`config.mk`:
```
export PLATFORM = sky130hd
export DESIGN_NAME = call_stack_unit
export DESIGN_NICKNAME = d
export VERILOG_FILES = /design/src/rtl/csu_pkg.sv /design/src/rtl/csu_decode.sv /design/src/rtl/csu_stack_ram.sv /design/src/rtl/csu_seq.sv /design/src/rtl/call_stack_unit.sv
export SDC_FILE = /design/constraint.sdc
export NUM_CORES = 1
export LEC_CHECK = 0
export BUFFER_PORTS_ARGS = -buffer_cell sky130_fd_sc_hd__buf_2
export CAP_MARGIN = 0
export CORE_MARGIN = 10
export CORE_UTILIZATION = 35
export CTS_CLUSTER_DIAMETER = 60
export DETAILED_ROUTE_END_ITERATION = 8
export SYNTH_ARGS = -nofsm -noshare
export SYNTH_HDL_FRONTEND = slang
export SYNTH_SLANG_ARGS = --single-unit
export TNS_END_PERCENT = 30
```
`constraint.sdc`:
```
create_clock -name clk -period 2.4 [get_ports clk]
set_clock_uncertainty 0.1 [all_clocks]
set_input_delay 0.24 -clock clk [delete_from_list [all_inputs] [get_ports clk]]
set_output_delay 0.24 -clock clk [all_outputs]
set_load 0.02 [all_outputs]
```
`src/rtl/csu_pkg.sv`:
```
package csu_pkg;

  localparam int PC_W = 12;
  localparam int ST_W = 4;

  typedef enum logic [2:0] {
    CMD_NONE,
    CMD_JMP,
    CMD_CALL,
    CMD_RET,
    CMD_RETI
  } cmd_e;

  // Classify one opcode byte.
  function automatic cmd_e classify(input logic [7:0] op);
    if (op[4:0] == 5'b00100)      return CMD_JMP;
    else if (op[4:0] == 5'b10100) return CMD_CALL;
    else if (op == 8'h83)         return CMD_RET;
    else if (op == 8'h93)         return CMD_RETI;
    else                          return CMD_NONE;
  endfunction

  // Transfer target: page bit kept, opcode bits 7:5 above the argument byte.
  function automatic logic [PC_W-1:0] jump_target(input logic       page,
                                                  input logic [7:0] op,
                                                  input logic [7:0] arg);
    return {page, op[7:5], arg};
  endfunction

  // Address after a two-byte call.
  function automatic logic [PC_W-1:0] return_addr(input logic [PC_W-1:0] pc);
    return pc + PC_W'(2);
  endfunction

  // Upper byte of a slot: status nibble over the top address nibble.
  function automatic logic [7:0] pack_hi(input logic [ST_W-1:0] st,
                                         input logic [PC_W-1:0] pc);
    return {st, pc[PC_W-1:8]};
  endfunction

endpackage

```
`src/rtl/csu_decode.sv`:
```
module csu_decode
  import csu_pkg::*;
(
  input  logic       valid,
  input  logic       busy,
  input  logic [7:0] op,
  output cmd_e       cmd,
  output logic       accept
);
  always_comb begin
    cmd    = classify(op);
    accept = valid && !busy && (cmd != CMD_NONE);
  end
endmodule

```
`src/rtl/csu_stack_ram.sv`:
```
module csu_stack_ram #(
  parameter int WORDS = 64,
  localparam int AW   = $clog2(WORDS)
) (
  input  logic          clk,
  input  logic          we,
  input  logic [AW-1:0] waddr,
  input  logic [7:0]    wdata,
  input  logic [AW-1:0] raddr_lo,
  input  logic [AW-1:0] raddr_hi,
  output logic [7:0]    rdata_lo,
  output logic [7:0]    rdata_hi
);
  logic [7:0] mem [WORDS];

  always_ff @(posedge clk) begin
    if (we) mem[waddr] <= wdata;
  end

  assign rdata_lo = mem[raddr_lo];
  assign rdata_hi = mem[raddr_hi];
endmodule

```
`src/rtl/csu_seq.sv`:
```
module csu_seq
  import csu_pkg::*;
#(
  parameter int SP_W = 3
) (
  input  logic            clk,
  input  logic            rst_n,
  input  logic            accept,
  input  cmd_e            cmd,
  input  logic [7:0]      op,
  input  logic [7:0]      arg,
  input  logic            pc_adv,
  input  logic [ST_W-1:0] status_in,
  input  logic [7:0]      pop_lo,
  input  logic [7:0]      pop_hi,
  output logic [PC_W-1:0] pc_q,
  output logic [SP_W-1:0] sp_q,
  output logic            busy_q,
  output cmd_e            cmd_q,
  output logic [PC_W-1:0] ret_q,
  output logic [ST_W-1:0] st_q,
  output logic [ST_W-1:0] status_q,
  output logic            status_we_q,
  output logic            ev_jmp,
  output logic            ev_call,
  output logic            ev_ret
);
  logic [PC_W-1:0] tgt_q;
  logic [PC_W-1:0] pop_pc;

  assign pop_pc  = {pop_hi[PC_W-9:0], pop_lo};
  assign ev_jmp  = busy_q && (cmd_q == CMD_JMP);
  assign ev_call = busy_q && (cmd_q == CMD_CALL);
  assign ev_ret  = busy_q && ((cmd_q == CMD_RET) || (cmd_q == CMD_RETI));

  always_ff @(posedge clk or negedge rst_n) begin
    if (!rst_n) begin
      pc_q        <= '0;
      sp_q        <= '0;
      busy_q      <= 1'b0;
      cmd_q       <= CMD_NONE;
      tgt_q       <= '0;
      ret_q       <= '0;
      st_q        <= '0;
      status_q    <= '0;
      status_we_q <= 1'b0;
    end else begin
      status_we_q <= 1'b0;
      if (accept) begin
        busy_q <= 1'b1;
        cmd_q  <= cmd;
        tgt_q  <= jump_target(pc_q[PC_W-1], op, arg);
        ret_q  <= return_addr(pc_q);
        st_q   <= status_in;
      end else if (busy_q) begin
        busy_q <= 1'b0;
        unique case (cmd_q)
          CMD_JMP:  pc_q <= tgt_q;
          CMD_CALL: begin
            pc_q <= tgt_q;
            sp_q <= sp_q + 1'b1;
          end
          CMD_RET: begin
            pc_q <= pop_pc;
            sp_q <= sp_q - 1'b1;
          end
          CMD_RETI: begin
            pc_q        <= pop_pc;
            sp_q        <= sp_q - 1'b1;
            status_q    <= pop_hi[7:8-ST_W];
            status_we_q <= 1'b1;
          end
          default: ;
        endcase
      end else if (pc_adv) begin
        pc_q <= pc_q + 1'b1;
      end
    end
  end
endmodule

```
`src/rtl/call_stack_unit.sv`:
```
module call_stack_unit
  import csu_pkg::*;
#(
  parameter int SP_W       = 3,
  parameter int STACK_BASE = 8,
  parameter int RAM_WORDS  = 64
) (
  input  logic            clk,
  input  logic            rst_n,
  input  logic            op_valid_i,
  input  logic [7:0]      op_byte_i,
  input  logic [7:0]      op_arg_i,
  input  logic            pc_adv_i,
  input  logic [ST_W-1:0] status_i,
  output logic [PC_W-1:0] pc_o,
  output logic [SP_W-1:0] sp_o,
  output logic            busy_o,
  output logic [ST_W-1:0] status_o,
  output logic            status_we_o
);
  localparam int AW = $clog2(RAM_WORDS);

  cmd_e            dec_cmd;
  cmd_e            cmd_q;
  logic            accept;
  logic [PC_W-1:0] ret_q;
  logic [ST_W-1:0] st_q;
  logic [7:0]      rd_lo, rd_hi;
  logic [SP_W-1:0] pop_slot;
  logic            ram_we;
  logic [AW-1:0]   ram_waddr;
  logic [7:0]      ram_wdata;
  logic            ev_jmp, ev_call, ev_ret;

  function automatic logic [AW-1:0] slot_addr(input logic [SP_W-1:0] slot,
                                              input logic            hi);
    return AW'(STACK_BASE) + AW'({slot, hi});
  endfunction

  csu_decode u_dec (
    .valid  (op_valid_i),
    .busy   (busy_o),
    .op     (op_byte_i),
    .cmd    (dec_cmd),
    .accept (accept)
  );

  csu_seq #(.SP_W(SP_W)) u_seq (
    .clk         (clk),
    .rst_n       (rst_n),
    .accept      (accept),
    .cmd         (dec_cmd),
    .op          (op_byte_i),
    .arg         (op_arg_i),
    .pc_adv      (pc_adv_i),
    .status_in   (status_i),
    .pop_lo      (rd_lo),
    .pop_hi      (rd_hi),
    .pc_q        (pc_o),
    .sp_q        (sp_o),
    .busy_q      (busy_o),
    .cmd_q       (cmd_q),
    .ret_q       (ret_q),
    .st_q        (st_q),
    .status_q    (status_o),
    .status_we_q (status_we_o),
    .ev_jmp      (ev_jmp),
    .ev_call     (ev_call),
    .ev_ret      (ev_ret)
  );

  // Low byte goes in on the accepting edge, high byte on the finishing edge.
  always_comb begin
    pop_slot  = sp_o - 1'b1;
    ram_we    = (accept && dec_cmd == CMD_CALL) || ev_call;
    ram_waddr = slot_addr(sp_o, ev_call);
    ram_wdata = ev_call ? pack_hi(st_q, ret_q)
                        : return_addr(pc_o)[7:0];
  end

  csu_stack_ram #(.WORDS(RAM_WORDS)) u_ram (
    .clk      (clk),
    .we       (ram_we),
    .waddr    (ram_waddr),
    .wdata    (ram_wdata),
    .raddr_lo (slot_addr(pop_slot, 1'b0)),
    .raddr_hi (slot_addr(pop_slot, 1'b1)),
    .rdata_lo (rd_lo),
    .rdata_hi (rd_hi)
  );
endmodule

```
==> flow_summary_export.csv <==
group,metric,value,unit
yosys,synth_cell_types,58,
yosys,synthXorXnorAreaFrac,1.611,%
power,p_seq_share,37.2,%
yosys,synth-edff-count,128,
route,drtAntennaViolNets,0,
clock_tree,htreeDepth,4,
setup_path,cp-start-kind,"register",
sta,slew_headroom,52.65,%
floorplan,initial_core_util,35.88,%
sta,final_hold_viol_count,0,
global_routing,grt_first_pass_wirelength,29860,um
yosys,syn_inst,548,
yosys,synth_area,7614,um^2
sta,tightest_slew,0.7102,ns
global_routing,grt_overflow_total,0,
sta,min_period,2.342,ns
setup_path,path_class,"register to register",
global_routing,antenna_found_initial,0,
yosys,synth_compound_area_share,7.938,%
power,p_int,0.007073,W
min_path,hold_end,"u_seq.pc_q[11]$_DFFE_PN0P_",
route,drt_first_pass_iters,5,
yosys,synth_top_family_by_area,"multiplexers",
cells_and_area,drive_gt1_share,27.67,%
power,clock_power_share,25.4,%
sta,finalSetupViolCount,0,
setup_path,rr_worst_depth,8,
yosys,syn_nets,579,
outcome,status,"complete, no violations",
cells_and_area,diodes,0,
setup_path,r2r_start,"u_seq.sp_q[0]$_DFFE_PN0P_",
placed_design,io_buffer_count,44,
setup_path,worstSetupEndpointType,"register",
floorplan,pin_count,45,
route,drc_errors,0,
route,vias,4861,
clock_tree,path_clk_slew,0.07,ns
route,drtIter0Drc,391,
sta,fmax,0.4269,GHz
setup_path,reg2reg_slack,0.06,ns
clock_tree,clockBufferDepth,2,
yosys,syn_avg_cell_area,13.89,um^2
clock_tree,cts_buffers,17,
global_routing,grt_usage,13.67,%
yosys,yosysTopAreaCellShare,50.48,%
cells_and_area,final_cell_mix,"edfxtp_1, nand2_1, buf_2",
power,combPwrFrac,37.4,%
sta,whs,0.1256,ns
floorplan,die_w,167.5,um
min_path,hold_class,"primary input to register",
sta,grt_setup_unrepaired,"yes",
cells_and_area,final_common_cell,"edfxtp_1",
yosys,ys_ff_latch,172,
placed_design,dp_hpwl,13880,um
yosys,synthMuxAreaShare,10.83,%
min_path,min_path_cells,4,
cells_and_area,fin_cells,940,
route,vias_per_cell,5.171,
flow_run,cap_violations,0,
yosys,synth.area.top_cells,"edfxtp_1, dfrtp_1, mux4_2",
floorplan,dieHeight,167.5,um
power,p_sw,0.004004,W
yosys,ys_warn_count,0,
route,detail_route.wl_per_cell,20.56,um
power,p_leak,3.493,nW
clock_tree,clk_latency,0.43,ns
placed_design,dp_cells,891,
min_path,holdCritStartpoint,"op_valid_i",
setup_path,required,2.60,ns
yosys,synthAdderAreaFrac,1.939,%
global_routing,grt_start_max_net_pins,25,
floorplan,placementRows,53,
floorplan,dieArea,28050,um^2
floorplan,coreArea,21220,um^2
clock_tree,clock_tree.root_cell,"clkbuf_16",
setup_path,cp.arrival,2.55,ns
yosys,ys.flop_type,"edfxtp_1",
power,switching_share,36.15,%
sta,maxSlewViolCount,0,
setup_path,rr_endpoint,"u_seq.pc_q[3]$_DFFE_PN0P_",
cells_and_area,final_nets,683,
yosys,yosysSeqAreaShare,64.95,%
route,drt_wl_total,19330,um
power,ir_drop,0.5949,mV
sta,fin_crit_sh,97.59,%
global_routing,grt_pass1_vias,5027,
yosys,synth-simple-area-share,10.22,%
yosys,synth_top_area_cell,"edfxtp_1",
yosys,synthArstFlopShare,25.58,%
placed_design,finalWeightedCongestion,0.9330,
clock_tree,cts.sinks,172,
cells_and_area,area_growth,22.28,%
setup_path,timing.critical_path.from,"u_seq.sp_q[0]$_DFFE_PN0P_",
power,power_density,1190,nW/um^2
setup_path,cp_max_fo,22,
clock_tree,cts_tree,"built",
## Yosys cell counts, types with 2 or more instances
master,count
o22ai_1,9
and2_1,12
a31oi_1,4
o21ai_0,35
mux4_2,19
o31ai_1,2
buf_2,12
buf_4,3
o211ai_1,3
ha_1,7
nand4_1,5
inv_1,10
maj3_1,6
nand3_1,18
nand2_1,82
xor2_1,5
clkbuf_1,9
xnor2_1,9
a211oi_1,2
dfrtp_1,44
edfxtp_1,128
a32oi_1,2
a22oi_1,2
o211a_1,2
nor2b_1,5
nand2b_1,2
buf_6,3
nor3_1,7
a21oi_1,13
and3_1,5
mux2_2,24
mux2i_1,10
o311a_1,4
nor2_1,17
a21o_1,2
o21a_1,3
o311ai_0,2
## through the flow
stage	setup WS (ns)	cell area, um^2	power, W	TNS [ns]	utilization, %
after floorplan	-0.04190	7616	0.006715	-0.6705	-
after global placement	-0.1435	8498	0.008232	-0.6330	40.05
after detailed placement	-0.1662	8498	0.008286	-0.1662	40.05
after CTS	0.04675	9295	0.01113	0	43.80
after global routing	-0.008608	9310	0.01163	-0.008608	43.87
final	0.05776	9310	0.01108	0	43.87
## logic make-up after synthesis
kind of cell | after synthesis
AO/OA/AOI/OAI | 93
XOR/XNOR | 14
adder cells (fa/ha/maj) | 13
buffers and inverters | 38
flip-flops | 172
multiplexers | 54
AND/OR/NAND/NOR | 164
## flip-flops by register name (all words and copies together), names as in the netlist
signal and count:
u_ram.mem 128, u_seq.pc_q 12, u_seq.tgt_q 12, u_seq.ret_q 4, u_seq.st_q 4, u_seq.status_q 4, u_seq.cmd_q 3, u_seq.sp_q 3
u_seq.busy_q 1, u_seq.status_we_q 1
## power by group through the flow
stage	combinational, W	sequential [W]	clock (W)
after floorplan	0.00248	0.00423	0
after global placement	0.00407	0.00416	0
after detailed placement	0.00411	0.00417	0
after CTS	0.00416	0.00412	0.00286
after global routing	0.00449	0.00414	0.00300
final	0.00414	0.00412	0.00282
## worst max path at each step
stage / depth (start not counted) / to / slack [ns]
final: 8 / u_seq.pc_q[3]$_DFFE_PN0P_ / 0.06
after global routing: 8 / u_seq.pc_q[9]$_DFFE_PN0P_ / -0.009
after CTS: 8 / u_seq.pc_q[7]$_DFFE_PN0P_ / 0.05
after detailed placement: 9 / u_seq.pc_q[7]$_DFFE_PN0P_ / -0.17
after global placement: 9 / u_seq.pc_q[7]$_DFFE_PN0P_ / -0.14
after floorplan: 5 / u_ram.mem[10][7]$_DFFE_PP_ / -0.04
## area by class of cell
cell class                      count  area (um^2)
Clock buffer                       17        425.4
Clock inverter                     15        193.9
Timing Repair Buffer              112        855.8
Inverter                           11        42.54
Sequential cell                   172         4947
Fill cell                        1901        11910
Tap cell                          275        344.1
Multi-Input combinational cell    338         2501
## repair_timing
item                       in CTS  in global routing
buffers inserted                0                  0
hold endpoints to repair       38                  0
gates resized for setup         2                  6
hold buffers                   17                  0
setup endpoints to repair       1                 46
## critical path, stage by stage (launching register included)
cell      delay (ns)
dfrtp_2         0.37
clkinv_2        0.07
buf_4           0.16
ha_2            0.37
buf_12          0.18
mux2_2          0.35
o21ai_0         0.28
o311a_1         0.26
a211oi_1        0.07
## metal layers
layer,routed length (um),part of all wire (%),track usage (%),vias up
met2,9406,49,22.52,144
met1,8686,45,17.43,2420
li1,-,-,-,2278
met3,800,4.1,2.247,19
met4,431,2.2,5.753,0
met5,0,0,0,-
(Power assumes the default switching activity.)
